## src/rtl/gcw_pkg.sv

```systemverilog
package gcw_pkg;
  localparam int unsigned WORD_BITS  = 7;
  localparam int unsigned GAIN_BITS  = WORD_BITS - 1;
  localparam int unsigned GAIN_LIMIT = 58;
  localparam int unsigned SYNC_DEPTH = 2;
endpackage

```

## src/rtl/gcw_sync.sv

```systemverilog
module gcw_sync #(
  parameter int unsigned WIDTH  = 3,
  parameter int unsigned STAGES = 2,
  parameter logic [WIDTH-1:0] IDLE = '0
) (
  input  logic             clk,
  input  logic             rst_n,
  input  logic [WIDTH-1:0] d_in,
  output logic [WIDTH-1:0] d_out
);
  logic [WIDTH-1:0] stage_q [STAGES];

  for (genvar s = 0; s < STAGES; s++) begin : g_stage
    always_ff @(posedge clk or negedge rst_n) begin
      if (!rst_n) stage_q[s] <= IDLE;
      else if (s == 0) stage_q[s] <= d_in;
      else stage_q[s] <= stage_q[(s == 0) ? 0 : s-1];
    end
  end

  assign d_out = stage_q[STAGES-1];
endmodule

```

## src/rtl/gcw_shifter.sv

```systemverilog
module gcw_shifter #(
  parameter int unsigned WORD_BITS = 7
) (
  input  logic                 clk,
  input  logic                 rst_n,
  input  logic                 clr,
  input  logic                 csn_s,
  input  logic                 sck_s,
  input  logic                 sdi_s,
  output logic                 load,
  output logic [WORD_BITS-1:0] word
);
  localparam int unsigned CNT_W = $clog2(WORD_BITS + 2);
  localparam logic [CNT_W-1:0] CNT_FULL = CNT_W'(WORD_BITS);
  localparam logic [CNT_W-1:0] CNT_OVER = CNT_W'(WORD_BITS + 1);

  logic                 csn_prev, sck_prev, active_q;
  logic [CNT_W-1:0]     cnt_q;
  logic [WORD_BITS-1:0] sr_q;
  logic                 csn_fall, csn_rise, sck_rise;

  assign csn_fall = csn_prev & ~csn_s;
  assign csn_rise = ~csn_prev & csn_s;
  assign sck_rise = ~sck_prev & sck_s;

  always_ff @(posedge clk or negedge rst_n) begin
    if (!rst_n) begin
      csn_prev <= 1'b1;
      sck_prev <= 1'b0;
    end else begin
      csn_prev <= csn_s;
      sck_prev <= sck_s;
    end
  end

  always_ff @(posedge clk or negedge rst_n) begin
    if (!rst_n) begin
      active_q <= 1'b0;
      cnt_q    <= '0;
      sr_q     <= '0;
      load     <= 1'b0;
    end else if (clr) begin
      active_q <= 1'b0;
      cnt_q    <= '0;
      sr_q     <= '0;
      load     <= 1'b0;
    end else begin
      load <= 1'b0;
      if (csn_fall) begin
        active_q <= 1'b1;
        cnt_q    <= '0;
      end else if (csn_rise) begin
        active_q <= 1'b0;
        load     <= active_q && (cnt_q == CNT_FULL);
      end else if (active_q && sck_rise) begin
        sr_q <= {sdi_s, sr_q[WORD_BITS-1:1]};
        if (cnt_q != CNT_OVER) cnt_q <= cnt_q + 1'b1;
      end
    end
  end

  assign word = sr_q;

  AST_LOAD_FULL_FRAME: assert property (@(posedge clk) disable iff (!rst_n)
    load |-> $past(cnt_q) == CNT_FULL);
  AST_IDLE_NO_SHIFT: assert property (@(posedge clk) disable iff (!rst_n)
    (!active_q && !clr) |=> $stable(sr_q));
  AST_COUNT_BOUNDED: assert property (@(posedge clk) disable iff (!rst_n)
    cnt_q <= CNT_OVER);
endmodule

```

## src/rtl/gcw_latch.sv

```systemverilog
module gcw_latch #(
  parameter int unsigned WORD_BITS  = 7,
  parameter int unsigned GAIN_LIMIT = 58
) (
  input  logic                 clk,
  input  logic                 rst_n,
  input  logic                 clr,
  input  logic                 load,
  input  logic [WORD_BITS-1:0] word_in,
  output logic [WORD_BITS-2:0] gain_q,
  output logic                 awake_q
);
  localparam int unsigned GW = WORD_BITS - 1;
  localparam logic [GW-1:0] LIMIT = GW'(GAIN_LIMIT);

  logic [GW-1:0] gain_in;
  assign gain_in = (word_in[GW-1:0] > LIMIT) ? LIMIT : word_in[GW-1:0];

  always_ff @(posedge clk or negedge rst_n) begin
    if (!rst_n) begin
      gain_q  <= '0;
      awake_q <= 1'b0;
    end else if (clr) begin
      gain_q  <= '0;
      awake_q <= 1'b0;
    end else if (load) begin
      gain_q  <= gain_in;
      awake_q <= word_in[WORD_BITS-1];
    end
  end

  AST_GAIN_RANGE: assert property (@(posedge clk) disable iff (!rst_n)
    gain_q <= LIMIT);
  AST_HOLD_NO_LOAD: assert property (@(posedge clk) disable iff (!rst_n)
    (!load && !clr) |=> $stable({awake_q, gain_q}));
  AST_SHDN_CLEAR: assert property (@(posedge clk) disable iff (!rst_n)
    clr |=> (gain_q == '0) && !awake_q);
endmodule

```

## src/rtl/gcw_receiver.sv

```systemverilog
module gcw_receiver #(
  parameter int unsigned WORD_BITS  = gcw_pkg::WORD_BITS,
  parameter int unsigned GAIN_LIMIT = gcw_pkg::GAIN_LIMIT,
  parameter int unsigned SYNC_DEPTH = gcw_pkg::SYNC_DEPTH
) (
  input  logic                 clk,
  input  logic                 rst_n,
  input  logic                 shdn_n,
  input  logic                 tx_en,
  input  logic                 bus_csn,
  input  logic                 bus_sck,
  input  logic                 bus_sdi,
  output logic [WORD_BITS-2:0] gain_code,
  output logic                 sleep,
  output logic                 path_en
);
  logic [2:0]           bus_s;
  logic                 load, awake, clr;
  logic [WORD_BITS-1:0] word;

  assign clr = ~shdn_n;

  gcw_sync #(.WIDTH(3), .STAGES(SYNC_DEPTH), .IDLE(3'b100)) u_sync (
    .clk(clk), .rst_n(rst_n),
    .d_in({bus_csn, bus_sck, bus_sdi}), .d_out(bus_s)
  );

  gcw_shifter #(.WORD_BITS(WORD_BITS)) u_shift (
    .clk(clk), .rst_n(rst_n), .clr(clr),
    .csn_s(bus_s[2]), .sck_s(bus_s[1]), .sdi_s(bus_s[0]),
    .load(load), .word(word)
  );

  gcw_latch #(.WORD_BITS(WORD_BITS), .GAIN_LIMIT(GAIN_LIMIT)) u_latch (
    .clk(clk), .rst_n(rst_n), .clr(clr), .load(load),
    .word_in(word), .gain_q(gain_code), .awake_q(awake)
  );

  assign sleep   = ~awake;
  assign path_en = tx_en & shdn_n & awake;

  AST_TX_OFF: assert property (@(posedge clk) disable iff (!rst_n)
    !tx_en |-> !path_en);
  AST_SLEEP_OFF: assert property (@(posedge clk) disable iff (!rst_n)
    sleep |-> !path_en);
endmodule

```

## config.mk

```make
export PLATFORM = sky130hd
export DESIGN_NAME = gcw_receiver
export DESIGN_NICKNAME = d
export VERILOG_FILES = /design/src/rtl/gcw_pkg.sv /design/src/rtl/gcw_sync.sv /design/src/rtl/gcw_shifter.sv /design/src/rtl/gcw_latch.sv /design/src/rtl/gcw_receiver.sv
export SDC_FILE = /design/constraint.sdc
export NUM_CORES = 1
export LEC_CHECK = 0
export BUFFER_PORTS_ARGS = -buffer_cell sky130_fd_sc_hd__buf_2
export CORE_MARGIN = 3
export CORE_UTILIZATION = 30
export CTS_CLUSTER_SIZE = 10
export DETAILED_ROUTE_END_ITERATION = 8
export PLACE_DENSITY = 0.56
export SLEW_MARGIN = 20
export SYNTH_ARGS = -nofsm -noshare
export SYNTH_HDL_FRONTEND = slang
export SYNTH_SLANG_ARGS = --single-unit
export TNS_END_PERCENT = 5
```

## constraint.sdc

```tcl
create_clock -name clk -period 2.6 [get_ports clk]
set_clock_uncertainty 0.1 [all_clocks]
set_input_delay 0.13 -clock clk [delete_from_list [all_inputs] [get_ports clk]]
set_output_delay 0.13 -clock clk [all_outputs]
set_load 0.01 [all_outputs]
```

==> flow_summary.json, run 1 <==
{
  "ant_nets": 0,
  "grt_pass1_vias": 832,
  "rsz0062_at_grt": "no",
  "yosys_most_used_dff": "dfrtp_1",
  "syn_nets": 119,
  "synth_seq_cells": 28,
  "fin_crit_sh_pct": 57.9,
  "min_to": "u_shift.cnt_q[3]",
  "ioPinCount": 15,
  "synth.avg_cell_area_um2": 11.2,
  "drt_iter0_markers": 52,
  "start_kind": "flop",
  "drc_errors": 0,
  "yosysWarnings": 0,
  "port_buffers": 14,
  "cts_hold_buf": 4,
  "crit_fanout": 7,
  "die_w_um": 70.2,
  "ir_drop_v": 0.000408,
  "viasPerCell": 4.96,
  "clock_path_buffers": 2,
  "worst_pin_slew_ns": 0.605,
  "place_inst": 167,
  "r2r_slack_ns": 1.09,
  "cts-buffers-inserted": 3,
  "layout.nets": 137,
  "final_cell_mix": "25 x dfrtp_1, 17 x nand3_1, 14 x buf_2",
  "n_antenna_cell": 0,
  "arrival_ns": 1.61,
  "fillers": 381,
  "antenna_found_initial": 0,
  "clk_latency_ns": 0.27,
  "r2r_start": "u_shift.csn_prev",
  "maxSlewViolCount": 0,
  "holdCritStartpoint": "shdn_n",
  "tritoncts": "yes",
  "overflow": 0,
  "clock.fmax_ghz": 0.664,
  "cp-end-kind": "flop",
  "p_leak_uw": 0.000616,
  "cts_setup_buffers": 0,
  "gr-usage-all-layers_pct": 9.69,
  "tns_ns": 0,
  "hold-worst-slack_ns": 0.167,
  "required_ns": 2.70,
  "clk_pin_slew_ns": 0.09,
  "setup_violations": 0,
  "status": "finished clean",
  "wirelength_um": 2210,
  "slew_headroom_pct": 59.7,
  "min_path_type": "primary input to flop",
  "drive_gt1_share_pct": 17.3,
  "cts.sinks": 28,
  "dpl_cell_area_um2": 1350,
  "dr.pass1.iters": 3,
  "final-instance-count-excl-fill": 175,
  "ys_seq_area_share_pct": 57.0,
  "die_area_um2": 4930,
  "r2r_cells": 3,
  "fin_area_um2": 1430,
  "initial_core_util_pct": 32.3,
  "gp_congestion": 0.738,
  "synthCells": 110,
  "wl_per_cell_um": 12.6,
  "final_common_cell": "dfrtp_1",
  "synthArstFlopShare_pct": 100,
  "path_class": "flop to flop",
  "htree_levels": 1,
  "min_period_ns": 1.51,
  "maxCapViolCount": 0,
  "core_um2": 3830,
  "grt_pass1_wl_um": 3950,
  "area_growth_pct": 15.7,
  "hold_viol": 0,
  "synth_area_um2": 1240,
  "ctsResizeCount": 0,
  "power.density_nw_per_um2": 509,
  "rows": 22,
  "yosysUniqueCellTypes": 30,
  "cts_root_buf": "clkbuf_8",
  "min_path_cells": 3,
  "synth-edff-count": 0,
  "num_vias": 868,
  "grt_max_degree": 29,
  "dieHeight_um": 70.2,
  "r2r-end": "u_shift.cnt_q[3]"
}
==> synthesized netlist by cell type, drive strengths merged, types with 3 or more instances <==
master / n / area share [%]
inv: 4 / 1.2
buf: 3 / 1.1
dfstp: 3 / 6.4
nand2b: 4 / 2.0
o21ai: 9 / 3.6
a21oi: 3 / 1.2
nor2b: 5 / 2.5
a21boi: 9 / 5.5
mux2i: 7 / 5.7
dfrtp: 25 / 51
nand3: 17 / 6.9
==> logic make-up after synthesis <==
kind of cell | count (synthesis) | share of synthesized area [%]
XOR/XNOR | 2 | 1.42
multiplexers | 7 | 5.67
AO/OA/AOI/OAI | 25 | 13.5
adder cells (fa/ha/maj) | 2 | 2.02
flip-flops | 28 | 57.0
buffers and inverters | 9 | 2.93
AND/OR/NAND/NOR | 37 | 17.5
==> critical path, stage by stage (launching register included) <==
cell     delay [ns]
dfstp_2        0.60
nor2b_1        0.09
or4_1          0.50
a21oi_1        0.16
==> per-layer routing <==
layer / wire [um] / track usage [%] / vias up / share of wire, %
li1: - / - / 424 / -
met1: 1060 / 12.6 / 427 / 48
met2: 1040 / 15.6 / 15 / 47
met3: 97 / 3.31 / 2 / 4.4
met4: 13 / 1.91 / 0 / 0.59
met5: 0 / 0 / - / 0
==> registers in the layout (all words and copies together) (netlist names), 3 cells and up <==
name	count
u_shift.word	7
u_latch.gain_q	6
u_shift.cnt_q	4
u_sync.d_out	3
u_sync.stage_q	3
==> where the power goes <==
group	total, uW	internal, uW	switching, uW
clock network	232	110	122
registers	452	445	7.27
logic	43.9	16.9	27.0
==> final cells by class <==
type | count | area, um2 | area share (%)
flip-flops and latches | 28 | 704 | 49.3
inverters | 4 | 15.0 | 1.05
clock buffers | 4 | 45.0 | 3.15
multi-input cells | 73 | 495 | 34.6
well taps | 48 | 60.1 | 4.20
repair buffers | 18 | 110 | 7.70
==> worst max path at each step <==
stage                     depth (start not counted)        startpoint                to  slack (ns)
after floorplan                                   4  u_shift.csn_prev  u_shift.cnt_q[3]        1.08
after global placement                            3  u_shift.csn_prev  u_shift.cnt_q[3]        1.14
after detailed placement                          3  u_shift.csn_prev  u_shift.cnt_q[3]        1.11
after CTS                                         3  u_shift.csn_prev  u_shift.cnt_q[3]        1.09
after global routing                              3  u_shift.csn_prev   u_shift.word[0]        0.89
final                                             3  u_shift.csn_prev  u_shift.cnt_q[3]        1.09
==> stage by stage <==
step	utilization, %	power, uW	setup WS (ns)
6_report	37.4	728	1.09
5_1_grt	37.4	771	0.892
4_1_cts	37.4	741	1.09
3_5_place_dp	35.2	501	1.11
3_3_place_gp	35.2	499	1.14
2_1_floorplan	-	482	1.08
No activity file was read; power rests on OpenSTA's default activity.
==> run 2: changes to the inputs <==
Settings changed: ABC_AREA set to 1.
Clock period 2.6 ns to 1.4 ns, I/O delays scaled along.
==> run 2 against run 1 <==
Net effect: area after synthesis decreased by 2.1%; power increased by 130%; flip-flop and latch count unchanged; final cell count increased by 15%; non-clock buffer count increased by 4; largest cell class unchanged; setup slack got worse by 1.0 ns; sequential power increased by 92%; critical path type unchanged; clock power increased to 2.7 times the previous value.
==> flow_summary.json, run 2 <==
{
  "status": "finished clean",
  "clock_path_buffers": 2,
  "worst_pin_slew_ns": 0.603,
  "ir_drop_v": 0.000853,
  "die_area_um2": 4830,
  "overflow": 0,
  "maxSlewViolCount": 0,
  "holdCritStartpoint": "shdn_n",
  "slew_headroom_pct": 59.8,
  "final-instance-count-excl-fill": 202,
  "setup.worst_path.start": "u_shift.cnt_q[0]",
  "synth_area_um2": 1210,
  "largest_register_ffs": 7,
  "required_ns": 1.46,
  "tns_ns": 0,
  "clk_pin_slew_ns": 0.10,
  "gp_congestion": 0.746,
  "synthCells": 130,
  "crit_fanout": 5,
  "place_inst": 193,
  "start_kind": "flop",
  "synth-edff-count": 0,
  "antenna_found_initial": 0,
  "p_total_uw": 1650,
  "register_area_um2": 704,
  "port_buffers": 14,
  "wirelength_um": 2090,
  "final_common_cell": "nand2_1",
  "viasPerCell": 4.43,
  "synth_seq_cells": 28,
  "ioPinCount": 15,
  "cp-end-kind": "flop",
  "synth_adder_area_share_pct": 2.07,
  "post-place-ws_ns": 0.0738,
  "hold-worst-slack_ns": 0.0498,
  "ys_seq_area_share_pct": 58.2,
  "die_w_um": 69.5,
  "drc_errors": 0,
  "synth_common_cells": "42 x nand2_1, 25 x dfrtp_1, 17 x nand3_1, 9 x nor2_1, 8 x inv_1",
  "r2r_start": "u_shift.cnt_q[0]",
  "clk_latency_ns": 0.27,
  "grt_max_degree": 29,
  "htree_levels": 1,
  "fillers": 375,
  "setup_violations": 0,
  "yosys_most_used_dff": "dfrtp_1",
  "clock.fmax_ghz": 0.764,
  "gr-usage-all-layers_pct": 9.36,
  "path_class": "flop to flop",
  "final_cell_mix": "42 x nand2_1, 25 x dfrtp_1, 17 x nand3_1",
  "synth_top_family_by_area": "simple AND/OR/NAND/NOR gates",
  "cts_root_buf": "clkbuf_8",
  "synth_mux_area_share_pct": 0,
  "synth_area_leaders": "dfrtp_1 52%, nand2_1 13%, nand3_1 7.0%",
  "min_period_ns": 1.31,
  "dieHeight_um": 69.5,
  "grt_pass1_wl_um": 3720,
  "wl_per_cell_um": 10.3,
  "yosysWarnings": 0,
  "initial_core_util_pct": 32.1,
  "drive_gt1_share_pct": 24.0,
  "tritoncts": "yes",
  "power.density_nw_per_um2": 1130,
  "num_vias": 895,
  "n_antenna_cell": 0,
  "ant_nets": 0,
  "multiInputGateArea_um2": 447,
  "rows": 22,
  "synth_compound_area_share_pct": 2.79,
  "maxCapViolCount": 0,
  "arrival_ns": 1.37,
  "cts-buffers-inserted": 3,
  "hold_viol": 0,
  "core_um2": 3770,
  "synthArstFlopShare_pct": 100,
  "grt_pass1_vias": 850,
  "area_growth_pct": 20.9,
  "p_leak_uw": 0.000743,
  "min_path_type": "primary input to flop",
  "syn_nets": 139,
  "layout.nets": 164,
  "synth.avg_cell_area_um2": 9.31,
  "dr.pass1.iters": 4,
  "yosysMostFrequentCell": "nand2_1",
  "synth_top_area_cell": "dfrtp_1",
  "cts.sinks": 28,
  "yosysUniqueCellTypes": 22,
  "synthSimpleGateAreaFrac_pct": 31.3,
  "synthXorXnorAreaFrac_pct": 0.724,
  "drt_iter0_markers": 46,
  "synth_top_cell_area_share_pct": 51.7,
  "fin_crit_sh_pct": 93.5,
  "setup_ws_ns": 0.0908,
  "place_hpwl_um": 1520
}
## run 2: cell count changes after synthesis, sizes merged, moves of 2 or more
| cell | previous run | this run |
|---|---|---|
| a21boi | 9 | 0 |
| clkbuf | 2 | 0 |
| inv | 4 | 10 |
| mux2i | 7 | 0 |
| nand2 | 2 | 46 |
| nand2b | 4 | 0 |
| nor2 | 2 | 13 |
| nor2b | 5 | 0 |
| o21ai | 9 | 4 |
## run 2: final timing paths
path | endpoint | depth (start not counted) | slack (ns)
min | u_latch.gain_q[5] | 3 | 0.05
max in group asynchronous | u_shift.load | 2 | 0.57
max | u_shift.cnt_q[3] | 8 | 0.09
min in group asynchronous | u_sync.stage_q[3] | 2 | 0.23
max reg2reg | u_shift.cnt_q[3] | 8 | 0.09
min reg2reg | u_sync.d_out[0] | 0 | 0.26
## run 2: cell type report
| cell class | instances | area share, % |
|---|---|---|
| inverters | 10 | 2.74 |
| repair buffers | 22 | 9.58 |
| clock inverters | 1 | 2.05 |
| well taps | 48 | 4.11 |
| multi-input cells | 90 | 30.5 |
| flip-flops and latches | 28 | 48.2 |
| clock buffers | 3 | 2.82 |
## run 2: stage by stage
step / util, % / area, um2
2_1_floorplan: - / 1210
3_3_place_gp: 35.6 / 1340
3_5_place_dp: 35.6 / 1340
4_1_cts: 38.6 / 1460
5_1_grt: 38.8 / 1460
6_report: 38.8 / 1460
## run 2: kinds of logic (layout without fill, tap and decap cells)
logic type,after synthesis,in the layout
AOI/OAI and AO/OA,6,6
xor gates and xnor gates,1,1
DFF,28,28
and+or+nand+nor,81,81
adders and majority gates,2,2
buffers and inverters,12,36
## run 2: per-layer routing
| layer | share of wire [%] | GRT usage, % | vias to the layer above |
|---|---|---|---|
| li1 | - | - | 462 |
| met4 | 0.86 | 3.90 | 0 |
| met3 | 3.3 | 1.74 | 2 |
| met1 | 49 | 12.3 | 416 |
| met2 | 47 | 15.0 | 15 |
| met5 | 0 | 0 | - |
## run 2: worst max-delay path, cell delays in order (launching register included)
cell	delay, ns
dfrtp_1	0.38
inv_1	0.06
ha_1	0.20
nand3b_1	0.08
nand2_1	0.06
nand2_2	0.10
nand2_2	0.09
nand2_1	0.07
nand2_1	0.05
## run 2: report_power, final
| part | total [uW] | internal (uW) | switching (uW) | leakage (uW) |
|---|---|---|---|---|
| Clock | 626 | 383 | 244 | 0.0000357 |
| Combinational | 155 | 63.4 | 91.4 | 0.000343 |
| Sequential | 867 | 844 | 23.2 | 0.000365 |
## run 2: repair_timing
action	in CTS	in global routing
endpoints found under the hold margin	28	0
hold buffers	4	0
setup buffers	0	1
endpoints found under the setup margin	0	10
gates resized for setup	0	1
==> run 3: changes to the inputs <==
Settings changed: CORE_MARGIN 3 to 5.
Clock period 1.4 ns to 1.45 ns, I/O delays scaled along.
==> run 3 against run 2 <==
Net effect: first-iteration DRC count is 39% higher; utilization down 2.6 points; sequential power is 2.9% lower; power shrank 12%; hold slack improved by 0.0070 ns; critical path depth fell by 1; clock power down 25%; cell area down 2.4%; final cell count shrank 0.50%; routed wire length down 2.0%.
==> flow_summary.json, run 3 (synthesized netlist as in run 2, its figures left out) <==
{
  "clk_latency_ns": 0.27,
  "clock.fmax_ghz": 0.743,
  "setup_violations": 0,
  "cts.sinks": 28,
  "crit_slowest_cell": "dfstp_2",
  "status": "finished clean",
  "slew_headroom_pct": 59.6,
  "critPathTopFamily": "flip-flops",
  "min_path_cells": 3,
  "min_path_type": "primary input to flop",
  "min_period_ns": 1.35,
  "dr.pass1.iters": 5,
  "ir_drop_v": 0.000494,
  "worst_pin_slew_ns": 0.606,
  "drc_errors": 0,
  "ant_nets": 0,
  "core_um2": 3940,
  "power.density_nw_per_um2": 1010,
  "wirelength_um": 2050,
  "clock_path_buffers": 2,
  "drive_gt1_share_pct": 22.5,
  "grt_pass1_vias": 852,
  "fillers": 407,
  "cts-buffers-inserted": 3,
  "area_growth_pct": 18.0,
  "r2r_start": "u_shift.csn_prev",
  "final_common_cell": "nand2_1",
  "cts_setup_buffers": 0,
  "fin_area_um2": 1430,
  "dieHeight_um": 73.5,
  "r2r_slack_ns": 0.10,
  "arrival_ns": 1.42,
  "antenna_found_initial": 0,
  "maxSlewViolCount": 0,
  "viasPerCell": 4.53,
  "die_w_um": 73.5,
  "r2r_cells": 7,
  "rows": 23,
  "clk_pin_slew_ns": 0.09,
  "n_antenna_cell": 0,
  "final_cell_mix": "42 x nand2_1, 24 x dfrtp_1, 17 x nand3_1",
  "place_inst": 193,
  "cpMostUsedCell": "nand2_1",
  "wl_per_cell_um": 10.2,
  "die_area_um2": 5400,
  "grt_pass1_wl_um": 3660,
  "hold_viol": 0,
  "cts_root_buf": "clkbuf_8",
  "required_ns": 1.52,
  "p_total_uw": 1440,
  "min_to": "u_latch.gain_q[4]",
  "port_buffers": 14,
  "gp_congestion": 0.779,
  "place_hpwl_um": 1530,
  "r2r-end": "u_shift.word[5]",
  "num_vias": 910,
  "maxCapViolCount": 0,
  "start_kind": "flop",
  "holdCritStartpoint": "shdn_n",
  "fin_util_pct": 36.2,
  "tritoncts": "yes",
  "grt_max_degree": 29,
  "final-instance-count-excl-fill": 201,
  "initial_core_util_pct": 30.7,
  "gr-usage-all-layers_pct": 8.63,
  "overflow": 0,
  "ioPinCount": 15,
  "crit_chain": "inv_1 > a21oi_2 > nand2_2 > nand2_4 > inv_4 > nand2_1 > nand2_1",
  "dpl_cell_area_um2": 1330,
  "htree_levels": 1,
  "slowest_delay_ns": 0.52,
  "drt_iter0_markers": 64,
  "p_leak_uw": 0.000721,
  "multiInputGateArea_um2": 447,
  "path_class": "flop to flop",
  "register_area_um2": 706,
  "largest_register_ffs": 7,
  "cp_num_buf_inv": 2,
  "cp-end-kind": "flop",
  "crit_fanout": 8,
  "rsz0062_at_grt": "yes",
  "layout.nets": 161,
  "fin_crit_sh_pct": 92.8
}
run 3: power breakdown:
group          internal (uW)  total [uW]  switching, uW
Clock                    243         472            229
Sequential               815         842           26.6
Combinational           49.3         130           81.1
Total                   1110        1440            336
run 3: stage by stage:
| step | hold WS [ns] | setup TNS, ns | setup slack, ns |
|---|---|---|---|
| final | 0.0567 | 0 | 0.104 |
| after global routing | 0.0855 | -0.00523 | -0.00523 |
| after CTS | 0.0512 | 0 | 0.0924 |
| after detailed placement | 0.0209 | 0 | 0.105 |
| after global placement | 0.00684 | 0 | 0.111 |
| after floorplan | -0.323 | 0 | 0.191 |
run 3: worst max path at each step:
stage                           startpoint          endpoint  slack [ns]  cells after the start
after floorplan           u_shift.csn_prev   u_shift.word[4]        0.19                      7
after global placement    u_shift.cnt_q[0]  u_shift.cnt_q[3]        0.11                      8
after detailed placement  u_shift.csn_prev  u_shift.cnt_q[2]        0.11                      5
after CTS                 u_shift.cnt_q[0]  u_shift.cnt_q[3]        0.09                      8
after global routing      u_shift.csn_prev   u_shift.word[4]      -0.005                      7
final                     u_shift.csn_prev   u_shift.word[5]        0.10                      7
run 3: routing by layer:
metal | part of all wire (%) | global-route usage (%)
met1 | 49 | 11.5
met2 | 45 | 13.3
met3 | 4.6 | 1.78
met4 | 1.9 | 4.23
met5 | 0 | 0
run 3: area by class of cell:
| class | instances | share of cell area, % |
|---|---|---|
| inverter | 10 | 2.80 |
| tap | 50 | 4.38 |
| timing repair buffer | 19 | 8.24 |
| multi-input combinational | 90 | 31.3 |
| clock buffer | 4 | 3.86 |
| sequential | 28 | 49.4 |
run 3: timing repair:
| action | in CTS | in global routing |
|---|---|---|
| endpoints found under the setup margin | 0 | 5 |
| resized for setup | 0 | 2 |
| hold buffers | 4 | 0 |
| endpoints found under the hold margin | 28 | 0 |
run 3: worst register-to-register path, cell delays in order, from the launching register on:
cell and delay (ns):
dfstp_2 0.52, inv_1 0.09, a21oi_2 0.17, nand2_2 0.10, nand2_4 0.11, inv_4 0.06, nand2_1 0.05, nand2_1 0.05
